===== config.mk =====
export PLATFORM = sky130hd
export DESIGN_NAME = soft_mute_ramp
export DESIGN_NICKNAME = d
export VERILOG_FILES = /design/src/rtl/smr_pkg.sv /design/src/rtl/smr_gain_ramp.sv /design/src/rtl/smr_sample_scale.sv /design/src/rtl/soft_mute_ramp.sv
export SDC_FILE = /design/constraint.sdc
export NUM_CORES = 2
export LEC_CHECK = 0
export CELL_PAD_IN_SITES_DETAIL_PLACEMENT = 1
export CELL_PAD_IN_SITES_GLOBAL_PLACEMENT = 2
export CORE_ASPECT_RATIO = 1.25
export CORE_UTILIZATION = 41
export DETAILED_ROUTE_END_ITERATION = 8
export DONT_BUFFER_PORTS = 1
export PLACE_DENSITY = 0.81
export REMOVE_ABC_BUFFERS = 1
export SLEW_MARGIN = 10
export SYNTH_ARGS = -nofsm -noshare
export SYNTH_HDL_FRONTEND = slang
export SYNTH_SLANG_ARGS = --single-unit

===== constraint.sdc =====
create_clock -name clk -period 10.35 [get_ports clk]
set_clock_uncertainty 0.1 [all_clocks]
set_input_delay 0.5175 -clock clk [delete_from_list [all_inputs] [get_ports clk]]
set_output_delay 0.5175 -clock clk [all_outputs]
set_load 0.02 [all_outputs]

===== src/rtl/smr_pkg.sv =====
package smr_pkg;
  // Channel indices in the order the top module uses them
  typedef enum logic [1:0] {
    CH_LEFT  = 2'd0,
    CH_RIGHT = 2'd1,
    CH_SUB   = 2'd2
  } smr_chan_e;

  localparam int SMR_NCH = 3;
endpackage


===== src/rtl/smr_gain_ramp.sv =====
module smr_gain_ramp #(
  parameter int GAIN_W      = 22,
  parameter int FRAC_W      = 20,
  parameter int RAMP_FRAMES = 512
) (
  input  logic              clk,
  input  logic              rst,
  input  logic              run_en,
  input  logic              frame_tick,
  input  logic              mute,
  input  logic [GAIN_W-1:0] target,
  output logic [GAIN_W-1:0] gain_q
);
  localparam int STEP_I = (1 << FRAC_W) / RAMP_FRAMES;
  localparam logic [GAIN_W:0] STEP = (GAIN_W + 1)'(STEP_I);

  logic [GAIN_W:0]   gain_x;
  logic [GAIN_W:0]   targ_x;
  logic [GAIN_W:0]   up_sum;
  logic [GAIN_W:0]   dn_lim;
  logic [GAIN_W-1:0] gain_d;
  logic              advance;

  assign gain_x  = {1'b0, gain_q};
  assign targ_x  = {1'b0, target};
  assign up_sum  = gain_x + STEP;
  assign dn_lim  = targ_x + STEP;
  assign advance = run_en && frame_tick;

  always_comb begin
    gain_d = gain_q;
    if (mute) begin
      if (gain_x >= STEP) gain_d = gain_q - STEP[GAIN_W-1:0];
      else                gain_d = '0;
    end else if (gain_q < target) begin
      if (up_sum >= targ_x) gain_d = target;
      else                  gain_d = up_sum[GAIN_W-1:0];
    end else if (gain_q > target) begin
      if (gain_x >= dn_lim) gain_d = gain_q - STEP[GAIN_W-1:0];
      else                  gain_d = target;
    end
  end

  always_ff @(posedge clk) begin
    if (rst)          gain_q <= '0;
    else if (advance) gain_q <= gain_d;
  end

  // a frame never moves the gain by more than one step
  assert_step_bound_R6: assert property (@(posedge clk) disable iff (rst)
    advance |=> ((gain_q >= $past(gain_q)) ? ((gain_q - $past(gain_q)) <= STEP[GAIN_W-1:0])
                                           : (($past(gain_q) - gain_q) <= STEP[GAIN_W-1:0])));

  // without an enabled frame tick the gain stays put
  assert_hold_no_tick_R8: assert property (@(posedge clk) disable iff (rst)
    !advance |=> $stable(gain_q));

  // a muted frame never raises the gain
  assert_mute_down_R3: assert property (@(posedge clk) disable iff (rst)
    (advance && mute) |=> (gain_q <= $past(gain_q)));

  // an upward ramp never overshoots the target
  assert_no_overshoot_R4: assert property (@(posedge clk) disable iff (rst)
    (advance && !mute && (gain_q <= target)) |=> (gain_q <= $past(target)));

  // mute during an upward ramp reverses from the current gain
  assert_reverse_R7: assert property (@(posedge clk) disable iff (rst)
    (advance && mute && (gain_x >= STEP)) |=> (gain_q == $past(gain_q) - STEP[GAIN_W-1:0]));
endmodule


===== src/rtl/smr_sample_scale.sv =====
module smr_sample_scale #(
  parameter int SAMP_W = 24,
  parameter int GAIN_W = 22,
  parameter int FRAC_W = 20
) (
  input  logic                     clk,
  input  logic                     rst,
  input  logic                     load,
  input  logic signed [SAMP_W-1:0] smp,
  input  logic        [GAIN_W-1:0] gain,
  output logic signed [SAMP_W-1:0] out_q
);
  localparam int PROD_W = SAMP_W + GAIN_W + 1;
  localparam logic signed [PROD_W-1:0] RND  = PROD_W'(64'sd1 <<< (FRAC_W - 1));
  localparam logic signed [PROD_W-1:0] MAXV = PROD_W'((64'sd1 <<< (SAMP_W - 1)) - 64'sd1);
  localparam logic signed [PROD_W-1:0] MINV = -MAXV - PROD_W'(1);

  logic signed [PROD_W-1:0] smp_x;
  logic signed [PROD_W-1:0] gain_x;
  logic signed [PROD_W-1:0] prod;
  logic signed [PROD_W-1:0] shifted;
  logic signed [SAMP_W-1:0] sat_d;

  assign smp_x   = PROD_W'(smp);
  assign gain_x  = signed'(PROD_W'(gain));
  assign prod    = smp_x * gain_x;
  assign shifted = (prod + RND) >>> FRAC_W;

  always_comb begin
    if (shifted > MAXV)      sat_d = MAXV[SAMP_W-1:0];
    else if (shifted < MINV) sat_d = MINV[SAMP_W-1:0];
    else                     sat_d = shifted[SAMP_W-1:0];
  end

  always_ff @(posedge clk) begin
    if (rst)       out_q <= '0;
    else if (load) out_q <= sat_d;
  end

  // zero gain always yields silence
  assert_zero_gain_R9: assert property (@(posedge clk) disable iff (rst)
    (load && (gain == '0)) |=> (out_q == '0));

  // a positive sample through a positive gain never comes out negative
  assert_sign_keep_R9: assert property (@(posedge clk) disable iff (rst)
    (load && !smp[SAMP_W-1]) |=> !out_q[SAMP_W-1]);

  // output holds when nothing is loaded
  assert_out_hold_R8: assert property (@(posedge clk) disable iff (rst)
    !load |=> $stable(out_q));
endmodule


===== src/rtl/soft_mute_ramp.sv =====
module soft_mute_ramp #(
  parameter int GAIN_W      = 22,
  parameter int FRAC_W      = 20,
  parameter int SAMP_W      = 24,
  parameter int RAMP_FRAMES = 512
) (
  input  logic              clk,
  input  logic              rst,
  input  logic              run_en,
  input  logic              frame_tick,
  input  logic              mute,
  input  logic [GAIN_W-1:0] vol_left,
  input  logic [GAIN_W-1:0] vol_right,
  input  logic [GAIN_W-1:0] vol_sub,
  input  logic              in_valid,
  input  logic [SAMP_W-1:0] smp_left,
  input  logic [SAMP_W-1:0] smp_right,
  input  logic [SAMP_W-1:0] smp_sub,
  output logic [GAIN_W-1:0] gain_left,
  output logic [GAIN_W-1:0] gain_right,
  output logic [GAIN_W-1:0] gain_sub,
  output logic              out_valid,
  output logic [SAMP_W-1:0] out_left,
  output logic [SAMP_W-1:0] out_right,
  output logic [SAMP_W-1:0] out_sub
);
  import smr_pkg::*;

  logic [GAIN_W-1:0]        vol_a  [SMR_NCH];
  logic [SAMP_W-1:0]        smp_a  [SMR_NCH];
  logic [GAIN_W-1:0]        gain_a [SMR_NCH];
  logic signed [SAMP_W-1:0] out_a  [SMR_NCH];
  logic                     load;

  assign vol_a[CH_LEFT]  = vol_left;
  assign vol_a[CH_RIGHT] = vol_right;
  assign vol_a[CH_SUB]   = vol_sub;
  assign smp_a[CH_LEFT]  = smp_left;
  assign smp_a[CH_RIGHT] = smp_right;
  assign smp_a[CH_SUB]   = smp_sub;
  assign load = in_valid && run_en;

  for (genvar c = 0; c < SMR_NCH; c++) begin : g_chan
    smr_gain_ramp #(
      .GAIN_W     (GAIN_W),
      .FRAC_W     (FRAC_W),
      .RAMP_FRAMES(RAMP_FRAMES)
    ) i_ramp (
      .clk       (clk),
      .rst       (rst),
      .run_en    (run_en),
      .frame_tick(frame_tick),
      .mute      (mute),
      .target    (vol_a[c]),
      .gain_q    (gain_a[c])
    );

    smr_sample_scale #(
      .SAMP_W(SAMP_W),
      .GAIN_W(GAIN_W),
      .FRAC_W(FRAC_W)
    ) i_scale (
      .clk  (clk),
      .rst  (rst),
      .load (load),
      .smp  (signed'(smp_a[c])),
      .gain (gain_a[c]),
      .out_q(out_a[c])
    );
  end

  always_ff @(posedge clk) begin
    if (rst) out_valid <= 1'b0;
    else     out_valid <= load;
  end

  assign gain_left  = gain_a[CH_LEFT];
  assign gain_right = gain_a[CH_RIGHT];
  assign gain_sub   = gain_a[CH_SUB];
  assign out_left   = out_a[CH_LEFT];
  assign out_right  = out_a[CH_RIGHT];
  assign out_sub    = out_a[CH_SUB];

  // valid follows an accepted sample by exactly one cycle
  assert_valid_lag_R9: assert property (@(posedge clk) disable iff (rst)
    (in_valid && run_en) |=> out_valid);

  // nothing is produced while processing is stopped
  assert_no_out_stopped_R8: assert property (@(posedge clk) disable iff (rst)
    !run_en |=> !out_valid);
endmodule


======== After elaboration in Yosys (flattened, before gate mapping) ========
Index checks and enable logic that the tools add are counted.
operators by class
  order comparisons ....................... 21
  $add $sub $neg .......................... 12
  reduce and logical (&&, ||, !) cells .... 8
  multipliers ............................. 3
  mux-type cells .......................... 24
operator list
  kind                                                                      number
  22-bit two-way mux                                                        18
  24-bit two-way mux                                                        6
  47-bit by 21-bit adder with 47-bit output (second input constant)         3
  24-bit by 23-bit multiplier with 47-bit output                            3
  22-bit by 12-bit adder with 23-bit output (second input constant)         6
  27-bit by 24-bit > comparator with 1-bit output (second input constant)   3
  27-bit by 24-bit < comparator with 1-bit output (second input constant)   3
  22-bit by 23-bit >= comparator with 1-bit output                          3
  23-bit by 22-bit >= comparator with 1-bit output                          3
  22-bit by 12-bit >= comparator with 1-bit output (second input constant)  3
  22-bit > comparator                                                       3
  22-bit < comparator                                                       3
  22-bit by 12-bit subtractor with 22-bit output (second input constant)    3
  3-bit nonzero test                                                        3
  2-bit AND reduction                                                       3
  1-bit logical AND                                                         2
word-level totals
  input port bits ......................... 144
  register bits ........................... 139

======== Logic depth before layout (Yosys ltp) ========
  word-level depth ........................ 6
  mapped depth ............................ 31

======== Cells and area by module ========
From an unflattened synthesis, not the netlist that was laid out.
unflattened totals
  cell total of the unflattened synthesis .. 8086
  area, all modules ....................... 73061.3 um2
by module, submodules not included
  module                                 area an instance (um2)  cells each  sequential area each (um2)  times used
  smr_sample_scale at g_chan[0].i_scale  21834.7                 2404        480.5                       1
  smr_sample_scale at g_chan[1].i_scale  21760.9                 2353        480.5                       1
  smr_sample_scale at g_chan[2].i_scale  21214.1                 2278        480.5                       1
  smr_gain_ramp at g_chan[0].i_ramp ...  2698.8                  349         440.4                       2
  smr_gain_ramp at g_chan[2].i_ramp      2819.0                  350         440.4                       1
  soft_mute_ramp                         35.0                    3           20.0                        1

======== Least setup slack after synthesis ========
OpenSTA, ideal clock, no wires.
  kind .................................... reg-to-reg
  from .................................... register g_chan[1].i_ramp.gain_q[2]
  to ...................................... register g_chan[1].i_scale.out_q[22]
  data required time ...................... 10.171 ns
  buffers on the path ..................... 3
  path slack .............................. 2.134 ns
  period minus slack after synthesis ...... 8.216 ns
  arrival ................................. 8.037 ns
  stages on the path, launching flop included .. 28
  path through ............................ dfxtp_1 > clkbuf_1 > nand2_1 > fa_1 > inv_1 > fa_1 > inv_1 > fa_1 > inv_1 > fa_1 > fa_1 > fa_1 > inv_1 > fa_1 > inv_1 > ha_1 > clkbuf_1 > a21o_1 > a21o_1 > nand3_1 > a31oi_1 > mux2_2 > a211oi_1 > o221ai_1 > o41ai_4 > buf_6 > nand2_1 > a211oi_2
on the way
  longest elaborated chain between the ends .. 5
RTL lines
  element                                           line                    source
  start, declared                                   smr_gain_ramp.sv:12     output logic [GAIN_W-1:0] gain_q
  start signal, assigned                            smr_gain_ramp.sv:46     else if (advance) gain_q <= gain_d;
  24-bit by 23-bit multiplier with 47-bit output *  smr_sample_scale.sv:26  assign prod = smp_x * gain_x;
  47-bit by 21-bit adder with 47-bit output *       smr_sample_scale.sv:27  assign shifted = (prod + RND) >>> FRAC_W;
  27-bit by 24-bit < comparator with 1-bit output   smr_sample_scale.sv:31  else if (shifted < MINV) sat_d = MINV[SAMP_W-1:0];
  24-bit two-way mux                                smr_sample_scale.sv:31
  24-bit two-way mux *                              smr_sample_scale.sv:30  if (shifted > MAXV) sat_d = MAXV[SAMP_W-1:0];
  end signal, assigned                              smr_sample_scale.sv:37  else if (load) out_q <= sat_d;
  end, declared                                     smr_sample_scale.sv:11  output logic signed [SAMP_W-1:0] out_q
Mark *: on every way between the ends. The rest lies on a longest branch, timed or not.
A chain may end at the register's enable or synchronous reset.

======== Worst setup path after layout ========
  from .................................... register g_chan[2].i_ramp.gain_q[3]
  to ...................................... register g_chan[2].i_scale.out_q[5]
on the way
  longest elaborated chain between the ends .. 5
RTL lines
  element                                           line
  start, declared                                   smr_gain_ramp.sv:12
  start signal, assigned                            smr_gain_ramp.sv:46
  24-bit by 23-bit multiplier with 47-bit output *  smr_sample_scale.sv:26
  47-bit by 21-bit adder with 47-bit output *       smr_sample_scale.sv:27
  27-bit by 24-bit < comparator with 1-bit output   smr_sample_scale.sv:31
  24-bit two-way mux                                smr_sample_scale.sv:31
  24-bit two-way mux *                              smr_sample_scale.sv:30
  end signal, assigned                              smr_sample_scale.sv:37
  end, declared                                     smr_sample_scale.sv:11
Marks and branches as above.

==> impl_metrics.csv <==
group,metric,value,unit
clock_tree,htreeDepth,4,
floorplanning,io_pins,283,
drt,dr.first_iter.drc_count,2461,
pwr,power_per_cell_area,97.4,nW/um2
drt,drt_pass1_iterations,5,
drt,wl_per_cell,23.0,um
pwr,comb_power_share,0.784,
floorplanning,die_h,471,um
grt,globalRouteTotalUtil,0.274,
grt,grt_pass1_vias,62900,
placed_design,hpwlAfterDp,191000,um
clock_tree,cts_resized,0,
run_status,result_of_the_run,"finished, final reports clean",
timing,unrepaired_setup_endpoints_after_global_routing,"false",
drt,vias,54100,
worst_setup_path,criticalPathCategory,"register to register",
timing,hold_viol,0,
timing,setup-tns-final,0,ps
logic_synthesis,synthesis.area_per_instance,8.93,um2
grt,grt_start_max_net_pins,85,
floorplanning,floorplan.die.width,377,um
drt,wirelength,233000,um
clock_tree,clk_transition_reported_paths,70,ps
pwr,cellInternalPower,3070,uW
finish,layout_overhead_on_the_synthesized_area,4.00,%
flow_run,timing.max_cap.violations,0,
placed_design,post-place-cells,10100,
timing,max_clock_freq,109,MHz
floorplanning,core,174000,um2
logic_synthesis,yosys_warnings,0,
timing,post-route-min-period,9200,ps
worst_setup_path,timing.critical_path.required,10660,ps
worst_setup_path,crit_end_element,"register",
pwr,ir_drop,0.000157,V
clock_tree,max-clock-path-buffers,2,
logic_synthesis,post_synth_instance_area,72000,um2
clock_tree,clock-root-buffer,"clkbuf_16",
logic_synthesis,synthCells,8062,
floorplanning,dieArea,177000,um2
timing,report.final.slew_viol_count,0,
worst_setup_path,worst_r2r_path_depth,24,
finish,fraction_of_final_layout_cells_with_drive_strength_greater_than_1,0.0235,
logic_synthesis,dominantRegCellSynth,"dfxtp_1",
pwr,clock_power_share,0.092,
worst_setup_path,element_type_at_the_critical_path_start,"register",
clock_tree,tritoncts.num_buffers,17,
finish,final_cell_count_no_fill,10100,
logic_synthesis,synth.distinct_cells,89,
logic_synthesis,number_of_enable_type_register_cells_in_the_synthesized_netlist,0,
placed_design,place_congestion,0.923,
grt,globalRoute.totalOverflow,0,
drt,vias_per_cell,5.33,
grt,grt_use_met1,0.330,
logic_synthesis,yosysSeqAreaShare,0.0386,
clock_tree,worst_skew_pair.late_latency,540,ps
logic_synthesis,ys_ff_latch,139,
grt,grtUsageMet2,0.495,
timing,final_min_period_over_clock_period,0.889,
worst_setup_path,worst_ep_arrival_time,9510,ps
drt,postRouteAntennaNets,0,
worst_setup_path,crit_path_max_fanout,22,
drt,route.detailed.drc,0,
grt,wire_length_of_the_first_global_routing_pass,370000,um
finish,layout.core_utilization,0.430,
clock_tree,clock_tree_from_tritoncts,"done",
logic_synthesis,postSynth.asyncResetShare,0,
floorplanning,floorplan.initialDensity,0.413,
hold_path,worstHoldPathType,"primary input to register",
pwr,p_sw,4230,uW
pwr,pwr-share-seq,0.124,
placed_design,port_buffers,0,
clock_tree,cts_sinks,139,
grt,global_route.usage.met3,0.0501,
hold_path,worst_hold_path.num_cells,1,
worst_setup_path,worst_path_largest_cell_delay,800,ps
finish,nNetsFinal,10200,
worst_setup_path,path_cells,"and2_1 > inv_1 > fa_1 > inv_1 > fa_1 > inv_1 > fa_1 > inv_1 > fa_1 > fa_1 > fa_1 > inv_1 > fa_1 > inv_1 > ha_1 > nand4_1 > nor4_1 > inv_1 > a2111oi_0 > o21ai_0 > and3_1 > o21ai_1 > nand2_1 > o32ai_1",
timing,slew_of_the_pin_with_the_lowest_slew_margin,1150,ps
timing,relative_slew_margins,0.231,
worst_setup_path,slowest_stage,"fa_1",
pwr,cellLeakagePower,0.0386,uW
grt,global_route.peak_usage_layer,"met2",
timing,setup-violations-final,0,
floorplanning,rows,171,
pwr,p_sw_frac,0.580,
grt,antenna_found_initial,26,
## stage by stage
stage	hold slack, ps	cell area, um2	power (uW)	setup WS [ps]
floorplan	428	70500	4660	1810
global placement	390	74100	6490	1430
detailed placement	400	74100	6600	1100
CTS	0.160	74900	7360	1200
global route	26.7	74900	8020	511
finish	34.1	74900	7290	1150
## cells by family (layout without fill, tap and decap cells)
family	after synthesis	count (layout)	synth area share
AOI/OAI and AO/OA	819	819	0.0769
xor gates and xnor gates	180	180	0.0219
adders and majority gates	2265	2265	0.569
buffers and inverters	2405	2141	0.126
DFF	139	139	0.0386
muxes	4	4	0.000573
other	0	10	0
and+or+nand+nor	2250	2250	0.167
## repair_timing
item | in CTS | in global routing
endpoints found under the hold margin | 36 | 0
hold buffers | 16 | 0
buffers inserted | 0 | 0
## critical path, delay by kind of cell (launching register included)
| family | cells | cell delay (ps) |
|---|---|---|
| compound gates | 4 | 1650 |
| buf+inv | 7 | 830 |
| simple gates | 5 | 1540 |
| fa+ha+maj | 8 | 4610 |
| flops | 1 | 350 |
## cell usage in the layout (no fill, tap or decap), types with 36 or more instances in the layout
cell and n:
inv_1 2000, fa_1 1683, and2_1 1125, nand2_1 621, ha_1 582, a21oi_1 199, o21ai_0 160, nor2_1 154
xnor2_1 121, dfxtp_1 120, a21o_1 99, buf_4 92, nand3_1 88, nor3_1 63, xor2_1 59, nand4_1 46
or3_1 39, o21a_1 36
## power groups by stage
stage                     Sequential, uW  Clock (uW)  Combinational (uW)
after floorplan                      850           0                3810
after global placement               913           0                5580
after detailed placement             912           0                5690
after CTS                            903         693                5770
after global routing                 915         704                6400
final                                902         673                5720
## final timing paths
kind / startpoint / endpoint / slack, ps
setup / recovery: g_chan[2].i_ramp.gain_q[3] / g_chan[2].i_scale.out_q[5] / 1150
hold / removal: vol_left[10] / g_chan[0].i_ramp.gain_q[10] / 30
setup reg to reg: g_chan[2].i_ramp.gain_q[3] / g_chan[2].i_scale.out_q[5] / 1150
hold reg to reg: g_chan[0].i_ramp.gain_q[6] / g_chan[0].i_ramp.gain_q[6] / 420
## cell type report
class                      instances  area (um2)
antenna                           10        25.0
clock buffer                      19         443
sequential                       139        2810
inverter                        2001        7510
multi-input combinational       5518       60200
clock inverter                    13         118
tap                             2335        2920
fill                           20400       99300
timing repair buffer             108         861
## flip-flops by register name (all words and copies together) (netlist names)
name and cells:
g_chan.i_ramp.gain_q 66, g_chan.i_scale.out_q 72, out_valid 1
## layer usage
| layer | part of all wire | vias up |
|---|---|---|
| met5 | 0.00057 | - |
| met1 | 0.39 | 29000 |
| li1 | - | 23600 |
| met4 | 0.026 | 18 |
| met3 | 0.058 | 362 |
| met2 | 0.52 | 1152 |
## cells in the mapped netlist (11+ instances only)
cell / count / share of area
a211o_1: 11 / 0.0013
a211oi_1: 32 / 0.0033
a21o_1: 99 / 0.010
a21oi_1: 199 / 0.014
a221oi_1: 13 / 0.0016
a22o_1: 23 / 0.0028
a31oi_1: 31 / 0.0027
and2_1: 1126 / 0.098
and3_1: 18 / 0.0016
buf_1: 17 / 0.00089
clkbuf_1: 375 / 0.020
dfxtp_1: 139 / 0.039
fa_1: 1683 / 0.47
ha_1: 582 / 0.10
inv_1: 2000 / 0.10
nand2_1: 621 / 0.032
nand2b_1: 16 / 0.0014
nand3_1: 88 / 0.0061
nand4_1: 46 / 0.0040
nor2_1: 154 / 0.0080
nor2b_1: 19 / 0.0017
nor3_1: 63 / 0.0044
nor4_1: 15 / 0.0013
o211ai_1: 20 / 0.0021
o21a_1: 36 / 0.0038
o21ai_0: 161 / 0.011
o21bai_1: 16 / 0.0017
o221ai_1: 16 / 0.0019
o32ai_1: 32 / 0.0039
or3_1: 39 / 0.0034
xnor2_1: 121 / 0.015
xor2_1: 59 / 0.0072
Power figures use the tool's default switching activity.
